`config.mk`:
```
export PLATFORM = sky130hd
export DESIGN_NAME = intr_level_ctrl
export DESIGN_NICKNAME = d
export VERILOG_FILES = /design/src/rtl/pilc_pkg.sv /design/src/rtl/pilc_req_gate.sv /design/src/rtl/pilc_level_mask.sv /design/src/rtl/pilc_prio_pick.sv /design/src/rtl/intr_level_ctrl.sv
export SDC_FILE = /design/constraint.sdc
export NUM_CORES = 1
export LEC_CHECK = 0
export BUFFER_PORTS_ARGS = -buffer_cell sky130_fd_sc_hd__buf_4
export CAP_MARGIN = 15
export CORE_MARGIN = 4
export CORE_UTILIZATION = 44
export DETAILED_ROUTE_END_ITERATION = 8
export PLACE_DENSITY = 0.81
export SLEW_MARGIN = 20
export SYNTH_ARGS = -nofsm -noshare
export SYNTH_HDL_FRONTEND = slang
export SYNTH_SLANG_ARGS = --single-unit
```
`constraint.sdc`:
```
create_clock -name clk -period 2.3 [get_ports clk]
set_clock_uncertainty 0.05 [all_clocks]
set_input_delay 0.46 -clock clk [delete_from_list [all_inputs] [get_ports clk]]
set_output_delay 0.46 -clock clk [all_outputs]
set_load 0.02 [all_outputs]
```
`src/rtl/pilc_pkg.sv`:
```
package pilc_pkg;
  localparam int NGEN     = 7;
  localparam int NSRC     = NGEN + 1;
  localparam int LVL_W    = 4;
  localparam int THR_W    = LVL_W - 1;
  localparam int VEC_W    = 4;
  localparam int VEC_BASE = 8;
  localparam int IDX_W    = $clog2(NSRC);

  // level bit that opens source k in group mode
  function automatic int group_bit(input int k);
    if (k >= NGEN)     return LVL_W - 1;
    else if (k < 2)    return 0;
    else if (k < 4)    return 1;
    else               return 2;
  endfunction

  // threshold test for a general source in threshold mode
  function automatic logic below_thr(input int k, input logic [THR_W-1:0] thr);
    return (k < int'(thr));
  endfunction

  function automatic logic [VEC_W-1:0] code_of(input logic [IDX_W-1:0] idx);
    return VEC_W'(VEC_BASE) + VEC_W'(idx);
  endfunction
endpackage

```
`src/rtl/pilc_req_gate.sv`:
```
module pilc_req_gate
  import pilc_pkg::*;
(
  input  logic [NGEN-1:0] gen_ready,
  input  logic [NGEN-1:0] gen_ie,
  input  logic            ded_ready,
  input  logic            ded_ie,
  output logic [NSRC-1:0] req
);
  genvar i;
  generate
    for (i = 0; i < NSRC; i++) begin : g_src
      if (i < NGEN) begin : g_gen
        assign req[i] = gen_ready[i] & gen_ie[i];
      end else begin : g_ded
        assign req[i] = ded_ready & ded_ie;
      end
    end
  endgenerate
endmodule

```
`src/rtl/pilc_level_mask.sv`:
```
module pilc_level_mask
  import pilc_pkg::*;
(
  input  logic             clk,
  input  logic             rst_n,
  input  logic             binary_mode,
  input  logic [LVL_W-1:0] cpu_level,
  input  logic [NSRC-1:0]  req,
  output logic [NSRC-1:0]  admit
);
  logic [NSRC-1:0] open_bits;
  genvar i;
  generate
    for (i = 0; i < NSRC; i++) begin : g_open
      if (i == NSRC - 1) begin : g_ded
        assign open_bits[i] = cpu_level[LVL_W-1];
      end else begin : g_gen
        assign open_bits[i] = binary_mode ? below_thr(i, cpu_level[THR_W-1:0])
                                          : cpu_level[group_bit(i)];
      end
    end
  endgenerate

  assign admit = req & open_bits;

  a_r2_level_zero: assert property (@(posedge clk) disable iff (!rst_n)
    (cpu_level == '0) |-> (admit == '0));
  a_r2_level_full: assert property (@(posedge clk) disable iff (!rst_n)
    (cpu_level == '1) |-> (admit == req));
endmodule

```
`src/rtl/pilc_prio_pick.sv`:
```
module pilc_prio_pick
  import pilc_pkg::*;
(
  input  logic             clk,
  input  logic             rst_n,
  input  logic [NSRC-1:0]  admit,
  output logic             any,
  output logic [IDX_W-1:0] win_idx,
  output logic [NSRC-1:0]  grant
);
  logic [NSRC:0] above;
  assign above[NSRC] = 1'b0;

  genvar i;
  generate
    for (i = NSRC - 1; i >= 0; i--) begin : g_chain
      assign above[i] = above[i+1] | admit[i];
      assign grant[i] = admit[i] & ~above[i+1];
    end
  endgenerate

  assign any = above[0];

  always_comb begin
    win_idx = '0;
    for (int k = 0; k < NSRC; k++) begin
      if (grant[k]) win_idx = IDX_W'(k);
    end
  end

  a_r6_single_winner: assert property (@(posedge clk) disable iff (!rst_n)
    $onehot0(grant) && (any == (grant != '0)));
endmodule

```
`src/rtl/intr_level_ctrl.sv`:
```
module intr_level_ctrl
  import pilc_pkg::*;
(
  input  logic        clk,
  input  logic        rst_n,
  input  logic        binary_mode,
  input  logic [3:0]  cpu_level,
  input  logic [6:0]  gen_ready,
  input  logic [6:0]  gen_ie,
  input  logic        ded_ready,
  input  logic        ded_ie,
  input  logic        seq_ack,
  output logic        irq_valid,
  output logic [3:0]  irq_vector
);
  logic [NSRC-1:0]  req;
  logic [NSRC-1:0]  admit;
  logic [NSRC-1:0]  grant;
  logic             any;
  logic [IDX_W-1:0] win_idx;

  logic             valid_q;
  logic [IDX_W-1:0] idx_q;
  logic [VEC_W-1:0] vec_q;

  // named events for the checks
  logic held_live;
  logic ack_taken;
  logic rearb;

  pilc_req_gate u_gate (
    .gen_ready (gen_ready),
    .gen_ie    (gen_ie),
    .ded_ready (ded_ready),
    .ded_ie    (ded_ie),
    .req       (req)
  );

  pilc_level_mask u_mask (
    .clk         (clk),
    .rst_n       (rst_n),
    .binary_mode (binary_mode),
    .cpu_level   (cpu_level),
    .req         (req),
    .admit       (admit)
  );

  pilc_prio_pick u_pick (
    .clk     (clk),
    .rst_n   (rst_n),
    .admit   (admit),
    .any     (any),
    .win_idx (win_idx),
    .grant   (grant)
  );

  assign held_live = valid_q & admit[idx_q];
  assign ack_taken = held_live & seq_ack;
  assign rearb     = ~held_live;

  always_ff @(posedge clk) begin
    if (!rst_n) begin
      valid_q <= 1'b0;
      idx_q   <= '0;
      vec_q   <= '0;
    end else if (ack_taken) begin
      valid_q <= 1'b0;
      vec_q   <= '0;
    end else if (rearb) begin
      valid_q <= any;
      idx_q   <= win_idx;
      vec_q   <= any ? code_of(win_idx) : '0;
    end
  end

  assign irq_valid  = valid_q;
  assign irq_vector = vec_q;

  a_r8_hold_stable: assert property (@(posedge clk) disable iff (!rst_n)
    (held_live && !seq_ack) |=> (irq_valid && $stable(irq_vector)));
  a_r9_ack_clears: assert property (@(posedge clk) disable iff (!rst_n)
    ack_taken |=> (!irq_valid && irq_vector == '0));
  a_r7_idle_zero: assert property (@(posedge clk) disable iff (!rst_n)
    !irq_valid |-> (irq_vector == '0));
  a_r5_vector_range: assert property (@(posedge clk) disable iff (!rst_n)
    irq_valid |-> (irq_vector >= VEC_W'(VEC_BASE)));
  a_r10_new_win: assert property (@(posedge clk) disable iff (!rst_n)
    (rearb && !any) |=> !irq_valid);
endmodule

```
---- After elaboration in Yosys (flattened, before gate mapping) ----
Cells that the tools add are included.
word-level totals
  register bits after elaboration ......... 8
  input port bits ......................... 24
  logic and storage cells ................. 64
cells by class
  add/subtract/negate cells ............... 1
  $lt $le $gt $ge ......................... 8
  muxes and demuxes ....................... 17
  bitwise operators ....................... 33
  reduce and logical (&&, ||, !) cells .... 2
operator list
  cell                                                                          count
  3-bit two-way mux                                                             6
  1-bit AND                                                                     16
  3-bit less-than comparator, first input constant                              3
  1-bit two-way mux                                                             9
  1-bit inverter                                                                9
  8-bit AND                                                                     1
  1-bit bitwise OR                                                              7
  1-bit by 3-bit less-than comparator with 1-bit output, first input constant   2
  2-bit by 3-bit less-than comparator with 1-bit output, first input constant   2
  4-bit by 3-bit adder with 4-bit output, first input constant                  1
  3-bit by 4-bit less-than comparator with 1-bit output, second input constant  1
  4-bit two-way mux                                                             1
  1-bit binary-select mux with 3-bit select                                     1
  2-bit AND reduction                                                           1
  2-bit OR reduction                                                            1

---- Longest topological paths before layout ----
Gate-level depths: netlist of the first run.
  depth in word-level cells ............... 19
  gate-level depth with buffers ........... 7
  gate-level depth less buffers ........... 6

---- By module ----
A second synthesis of the first run with hierarchy kept.
unflattened totals
  cell total of the unflattened synthesis .. 86
  area total of the unflattened synthesis .. 684.4 µm²
modules (own cells, without submodules)
  module           instances  cells an instance  area an instance (µm²)  seq. area each (µm²)
  intr_level_ctrl  1          39                 387.9                   140.1
  pilc_prio_pick   1          19                 131.4                   0.0
  pilc_level_mask  1          20                 115.1                   0.0
  pilc_req_gate    1          8                  50.0                    0.0

---- Worst setup path after synthesis of the first run ----
No wires, ideal clock.
  path kind ............................... input-to-reg
  from .................................... input cpu_level[1]
  to ...................................... register vec_q[0] (netlist: irq_vector[0])
  data arrival time ....................... 1693 ps
  slack ................................... 491 ps
  cell stages on the path ................. 6
  path through ............................ and2b_4 a211oi_4 o311ai_4 o221ai_4 a311o_4 a21boi_2
on the way
  word-level cells in the longest chain between the ends .. 19
RTL lines
  item                                    line                   text
  start, declared                         intr_level_ctrl.sv:7   input logic [3:0] cpu_level,
  3-bit less-than comparator              pilc_pkg.sv:20         return (k < int'(thr));
  1-bit two-way mux                       pilc_level_mask.sv:18  assign open_bits[i] = binary_mode ? below_thr(i, cpu_level[THR_W-1:0])
  8-bit AND *                             pilc_level_mask.sv:24  assign admit = req & open_bits;
  1-bit bitwise OR (5 in series)          pilc_prio_pick.sv:17   assign above[i] = above[i+1] | admit[i];
  1-bit inverter                          pilc_prio_pick.sv:18   assign grant[i] = admit[i] & ~above[i+1];
  1-bit AND                               pilc_prio_pick.sv:18
  1-bit two-way mux                       pilc_prio_pick.sv:27   if (grant[k]) win_idx = IDX_W'(k);
  3-bit two-way mux (6 in series)         pilc_prio_pick.sv:27
  4-bit by 3-bit adder with 4-bit output  pilc_pkg.sv:24         return VEC_W'(VEC_BASE) + VEC_W'(idx);
  4-bit two-way mux                       intr_level_ctrl.sv:72  vec_q <= any ? code_of(win_idx) : '0;
  end signal, assigned                    intr_level_ctrl.sv:72
  end, declared                           intr_level_ctrl.sv:24  logic [VEC_W-1:0] vec_q;
Mark *: on every way between the ends. The rest lies on a longest branch, timed or not. The select of a mux whose other input is x is not followed.
A chain may end at the register's enable or synchronous reset.

---- Final worst setup path of the first run ----
Same ends and word-level chain as after synthesis.

==> results.json, run 1 <==
{
  "run_status": "complete, no violations",
  "num_vias": 643,
  "max_freq_mhz": 558,
  "antenna_cells": 0,
  "cp_max_fo": 10,
  "synth-simple-area-share": 0.300,
  "regArea_um2": 140,
  "power_switching_share": 0.328,
  "grt_pass1_wl_um": 2620,
  "layout_commonest_cell": "buf_4",
  "synth-seq-cells": 7,
  "yosysSeqAreaShare": 0.231,
  "core_area_um2": 1300,
  "switching_power_mw": 0.134,
  "io_pins": 29,
  "wirelength_um": 1650,
  "ctsResizeCount": 0,
  "p_leak_nw": 0.348,
  "path_clk_slew_ps": 50,
  "seqPwrFrac": 0.361,
  "yosys-mux-area-fraction": 0.0537,
  "worstHoldPathType": "in -> reg",
  "synth_top_family_by_area": "compound AO/OA/AOI/OAI gates",
  "cts_root_buf": "clkbuf_4",
  "required_ps": 2440,
  "setup_violations": 0,
  "fin_ws_ps": 509,
  "final_cell_mix": "buf_4 (28), nand2_1 (9), nor2_1 (8)",
  "area_growth_pct": 40.1,
  "synth_compound_area_frac": 0.376,
  "rr_startpoint": "idx_q[1]",
  "start_util": 0.465,
  "drv_slew": 0,
  "critPathCaptureType": "register",
  "dpl-instance-area_um2": 822,
  "track_usage": 0.176,
  "finalHoldViolations": 0,
  "syn-cell-area_um2": 606,
  "nFillCells": 118,
  "cts_tree": "done",
  "multi_input_comb_area_um2": 442,
  "dp_slack_ps": 243,
  "p_comb_frac": 0.355,
  "r2r_slack_ps": 510,
  "async_reset_ff_frac": 0,
  "min_path_cells": 2,
  "grt-ovfl-total": 0,
  "synth_edf_count": 0,
  "reg2reg_depth": 5,
  "fp.dieH_um": 45.1,
  "portBuffers": 28,
  "synth_cells": 71,
  "dieWidth_um": 45.1,
  "rsz0062_at_grt": "false",
  "p_int_mw": 0.275,
  "cp-start-kind": "input pin",
  "synthAdderAreaFrac": 0,
  "drc_errors": 0,
  "min_period_ps": 1790,
  "fin_tns_setup_ps": 0,
  "synth_nets": 95,
  "detail-route-antenna-nets": 0,
  "drt-vias-per-instance": 5.54,
  "cts_max_level": 1,
  "clkSinkCount": 7,
  "timing.rr.end": "irq_vector[0]",
  "finalCritPeriodShare": 0.779,
  "clk_latency_ps": 260,
  "worstMarginPinSlew_ps": 454,
  "maxCapViolCount": 0,
  "gp_congestion": 0.765,
  "power_density_nw_per_um2": 482,
  "dieArea_um2": 2030,
  "relSlewSlack": 0.697,
  "yosysWarnings": 0,
  "synth.avg_cell_area_um2": 8.53,
  "arrival_ps": 1930,
  "hold_start": "seq_ack",
  "grt_antenna_before_repair": 0,
  "drive_gt1_frac": 0.406,
  "cts.path.max_buffers": 2,
  "cts_buffers": 3,
  "fin_nets": 126,
  "cts_hold_buf": 0,
  "first_global_vias": 664,
  "critical_path_class": "in -> reg",
  "min_to": "irq_valid",
  "drt_iter0_drc": 12,
  "synth-xor-area-share": 0,
  "fin_area_um2": 848,
  "rows": 13,
  "vdd_drop_max_uv": 273,
  "yosysUniqueCellTypes": 33,
  "p_clk_frac": 0.284,
  "grt_max_degree": 11,
  "drt_pass1_iterations": 4,
  "cts_setup_buffers": 0,
  "wl_per_cell_um": 14.2,
  "synthFlopType": "dfxtp_1"
}
[per-stage QoR]
| step | hold WS, ps | utilization | total power, mW | instances |
|---|---|---|---|---|
| final | 341 | 0.652 | 0.409 | 116 |
| after global routing | 349 | 0.652 | 0.430 | 116 |
| after CTS | 335 | 0.652 | 0.414 | 116 |
| after detailed placement | 452 | 0.632 | 0.295 | 112 |
| after global placement | 451 | 0.632 | 0.291 | 112 |
| after floorplan | 432 | - | 0.234 | 71 |
[sequential cells by signal, summed over array words and instances (netlist names)]
register and cells:
irq_vector 3, idx_q 3, irq_valid 1
[power by group through the flow]
stage / sequential [mW] / clock [mW] / combinational (mW)
after CTS: 0.147 / 0.121 / 0.146
after global placement: 0.150 / 0 / 0.141
after global routing: 0.149 / 0.124 / 0.156
final: 0.148 / 0.116 / 0.145
after detailed placement: 0.150 / 0 / 0.146
after floorplan: 0.151 / 0 / 0.0833
[per-layer routing]
layer  up-vias  track usage  part of all wire
met2        21        0.297              0.52
met1       290        0.189              0.40
li1        327            -                 -
met5         -            0                 0
met4         0        0.111             0.018
met3         5       0.0518             0.064
[layout make-up]
cell class | instances | area share
Clock buffer | 4 | 0.0310
Inverter | 3 | 0.0133
Multi-Input combinational cell | 59 | 0.521
Sequential cell | 7 | 0.165
Tap cell | 15 | 0.0221
Timing Repair Buffer | 28 | 0.248
[how the worst max path moves through the flow]
stage | start | to | slack (ps)
finish | cpu_level[1] | irq_vector[0] | 510
floorplan | cpu_level[1] | irq_vector[0] | 490
CTS | idx_q[1] | irq_vector[0] | 510
global route | idx_q[1] | irq_vector[0] | 460
global placement | cpu_level[1] | idx_q[0] | 290
detailed placement | cpu_level[1] | irq_vector[0] | 240
[kinds of logic (layout without fill, tap and decap cells)]
logic type,Yosys count,in the layout
AO/OA/AOI/OAI,22,22
buffers and inverters,5,35
flip-flops,7,7
multiplexers,2,2
AND/OR/NAND/NOR,35,35
[synth_stat cells, types with 2 or more instances]
cell type / count / area, um2
inv_1: 3 / 11.3
nand3b_1: 2 / 15.0
o21ai_0: 5 / 25.0
nand2b_1: 3 / 18.8
nor3_1: 2 / 10.0
a21boi_2: 2 / 22.5
nand2_1: 9 / 33.8
nand4b_1: 2 / 17.5
a21oi_1: 3 / 15.0
nand3_1: 3 / 15.0
nor2_1: 8 / 30.0
dfxtp_1: 7 / 140
nand4_1: 2 / 12.5
[worst max-delay path: stages]
cell and delay [ps]:
buf_4 130, and2b_4 270, a211oi_4 80, o311ai_4 290, o221ai_4 210, a311o_4 360
a21boi_2 120
No activity file was read; power rests on OpenSTA's default activity.
==> inputs of run 2 (changes only) <==
==> constraint.sdc (replaced) <==
create_clock -name clk -period 1.8 [get_ports clk]
set_clock_uncertainty 0.05 [all_clocks]
set_input_delay 0.36 -clock clk [delete_from_list [all_inputs] [get_ports clk]]
set_output_delay 0.36 -clock clk [all_outputs]
set_load 0.02 [all_outputs]
==> run 2 against run 1 <==
Critical path depth down 2. Critical path type is now reg -> reg. Sequential cell count unchanged. Register-to-register slack worse by 380 ps. Clock power up 22%. Largest power group is now combinational cells. Critical endpoint unchanged. Worst hold slack worse by 78 ps. Via count up 3.1%. Cell area up 6.3%. First-iteration DRC count up 25%. Core utilization up 4.1 points. Non-clock buffer count up 7. Global-route usage up 0.68 points. Highest routed layer unchanged.
==> results.json, run 2 (synthesized netlist as in run 1, its figures left out) <==
{
  "run_status": "complete, no violations",
  "num_vias": 663,
  "rows": 13,
  "fp.dieH_um": 45.1,
  "path_clk_slew_ps": 50,
  "min_period_ps": 1670,
  "p_leak_nw": 0.383,
  "finalHoldViolations": 0,
  "drv_slew": 0,
  "rsz0062_at_grt": "false",
  "power_density_nw_per_um2": 586,
  "cts_max_level": 1,
  "worstHoldPathType": "in -> reg",
  "clk_latency_ps": 250,
  "fin_tns_setup_ps": 0,
  "fin_ws_ps": 128,
  "drt_pass1_iterations": 4,
  "fin_util": 0.693,
  "core_area_um2": 1300,
  "track_usage": 0.183,
  "gp_congestion": 0.809,
  "dieArea_um2": 2030,
  "final_cell_mix": "buf_4 (35), nand2_1 (9), nor2_1 (8)",
  "arrival_ps": 1810,
  "cts_root_buf": "clkbuf_4",
  "cts_hold_buf": 0,
  "wl_per_cell_um": 13.2,
  "required_ps": 1940,
  "cts_buffers": 3,
  "dp_slack_ps": -124,
  "finalCritPeriodShare": 0.929,
  "dieWidth_um": 45.1,
  "drive_gt1_frac": 0.454,
  "max_freq_mhz": 598,
  "grt_antenna_before_repair": 0,
  "critPathCaptureType": "register",
  "io_pins": 29,
  "cp-start-kind": "register",
  "grt_pass1_wl_um": 2720,
  "drt-vias-per-instance": 5.39,
  "first_global_vias": 639,
  "fin_nets": 133,
  "layout_commonest_cell": "buf_4",
  "wirelength_um": 1630,
  "power.total_mw": 0.528,
  "drc_errors": 0,
  "maxCapViolCount": 0,
  "clkSinkCount": 7,
  "detail-route-antenna-nets": 0,
  "setup_violations": 0,
  "cp_max_fo": 10,
  "vdd_drop_max_uv": 388,
  "grt-ovfl-total": 0,
  "antenna_cells": 0,
  "dpl.hpwl_um": 1330,
  "area_growth_pct": 49.0,
  "holdWs_ps": 263,
  "critical_path_class": "reg -> reg",
  "cts_tree": "done",
  "portBuffers": 28,
  "worstMarginPinSlew_ps": 343,
  "relSlewSlack": 0.769,
  "cts.path.max_buffers": 2,
  "grt_max_degree": 11,
  "drt_iter0_drc": 15,
  "start_util": 0.465
}
run 2: cell count changes in the layout (fill, tap and decap cells not counted), sizes merged:
cell  before  now
buf       28   35
run 2: final timing paths:
check	startpoint	end	slack [ps]	cells past startpoint
setup / recovery	idx_q[1]	irq_vector[0]	130	5
hold / removal	seq_ack	irq_valid	260	2
setup reg to reg	idx_q[1]	irq_vector[0]	130	5
hold reg to reg	irq_vector[1]	irq_vector[1]	480	2
run 2: report_power, final:
group | internal (mW) | switching (mW) | total (mW) | leakage (nW)
clock network | 0.0845 | 0.0573 | 0.142 | 0.0150
logic | 0.107 | 0.0902 | 0.197 | 0.309
registers | 0.171 | 0.0186 | 0.190 | 0.0583
total | 0.362 | 0.166 | 0.528 | 0.383
run 2: repair_timing:
action / CTS / global route
setup buffers: 0 / 0
setup endpoints to repair: 0 / 4
gates resized for setup: 0 / 1
run 2: through the flow:
step	std cells	instance area [um2]
after floorplan	71	606
after global placement	119	875
after detailed placement	119	875
after CTS	123	901
after global routing	123	902
final	123	902
run 2: final cells by class:
| type | instances | area [um2] |
|---|---|---|
| Timing Repair Buffer | 35 | 263 |
| Clock buffer | 4 | 26.3 |
| Inverter | 3 | 11.3 |
| Tap cell | 15 | 18.8 |
| Fill cell | 107 | 399 |
| Sequential cell | 7 | 141 |
| Multi-Input combinational cell | 59 | 442 |
run 2: critical path, stage by stage, from the launching register on:
cell	delay, ps
dfxtp_2	390
o41a_1	440
o31a_2	140
o221ai_4	300
nand3b_1	160
a21boi_2	150
run 2: per-layer routing:
metal,vias up,share of wire,wire length [um],global-route usage
li1,341,-,-,-
met1,299,0.45,737,0.234
met2,21,0.47,758,0.291
met3,2,0.074,120,0.0438
met4,0,0.0074,12,0.0760
met5,-,0,0,0
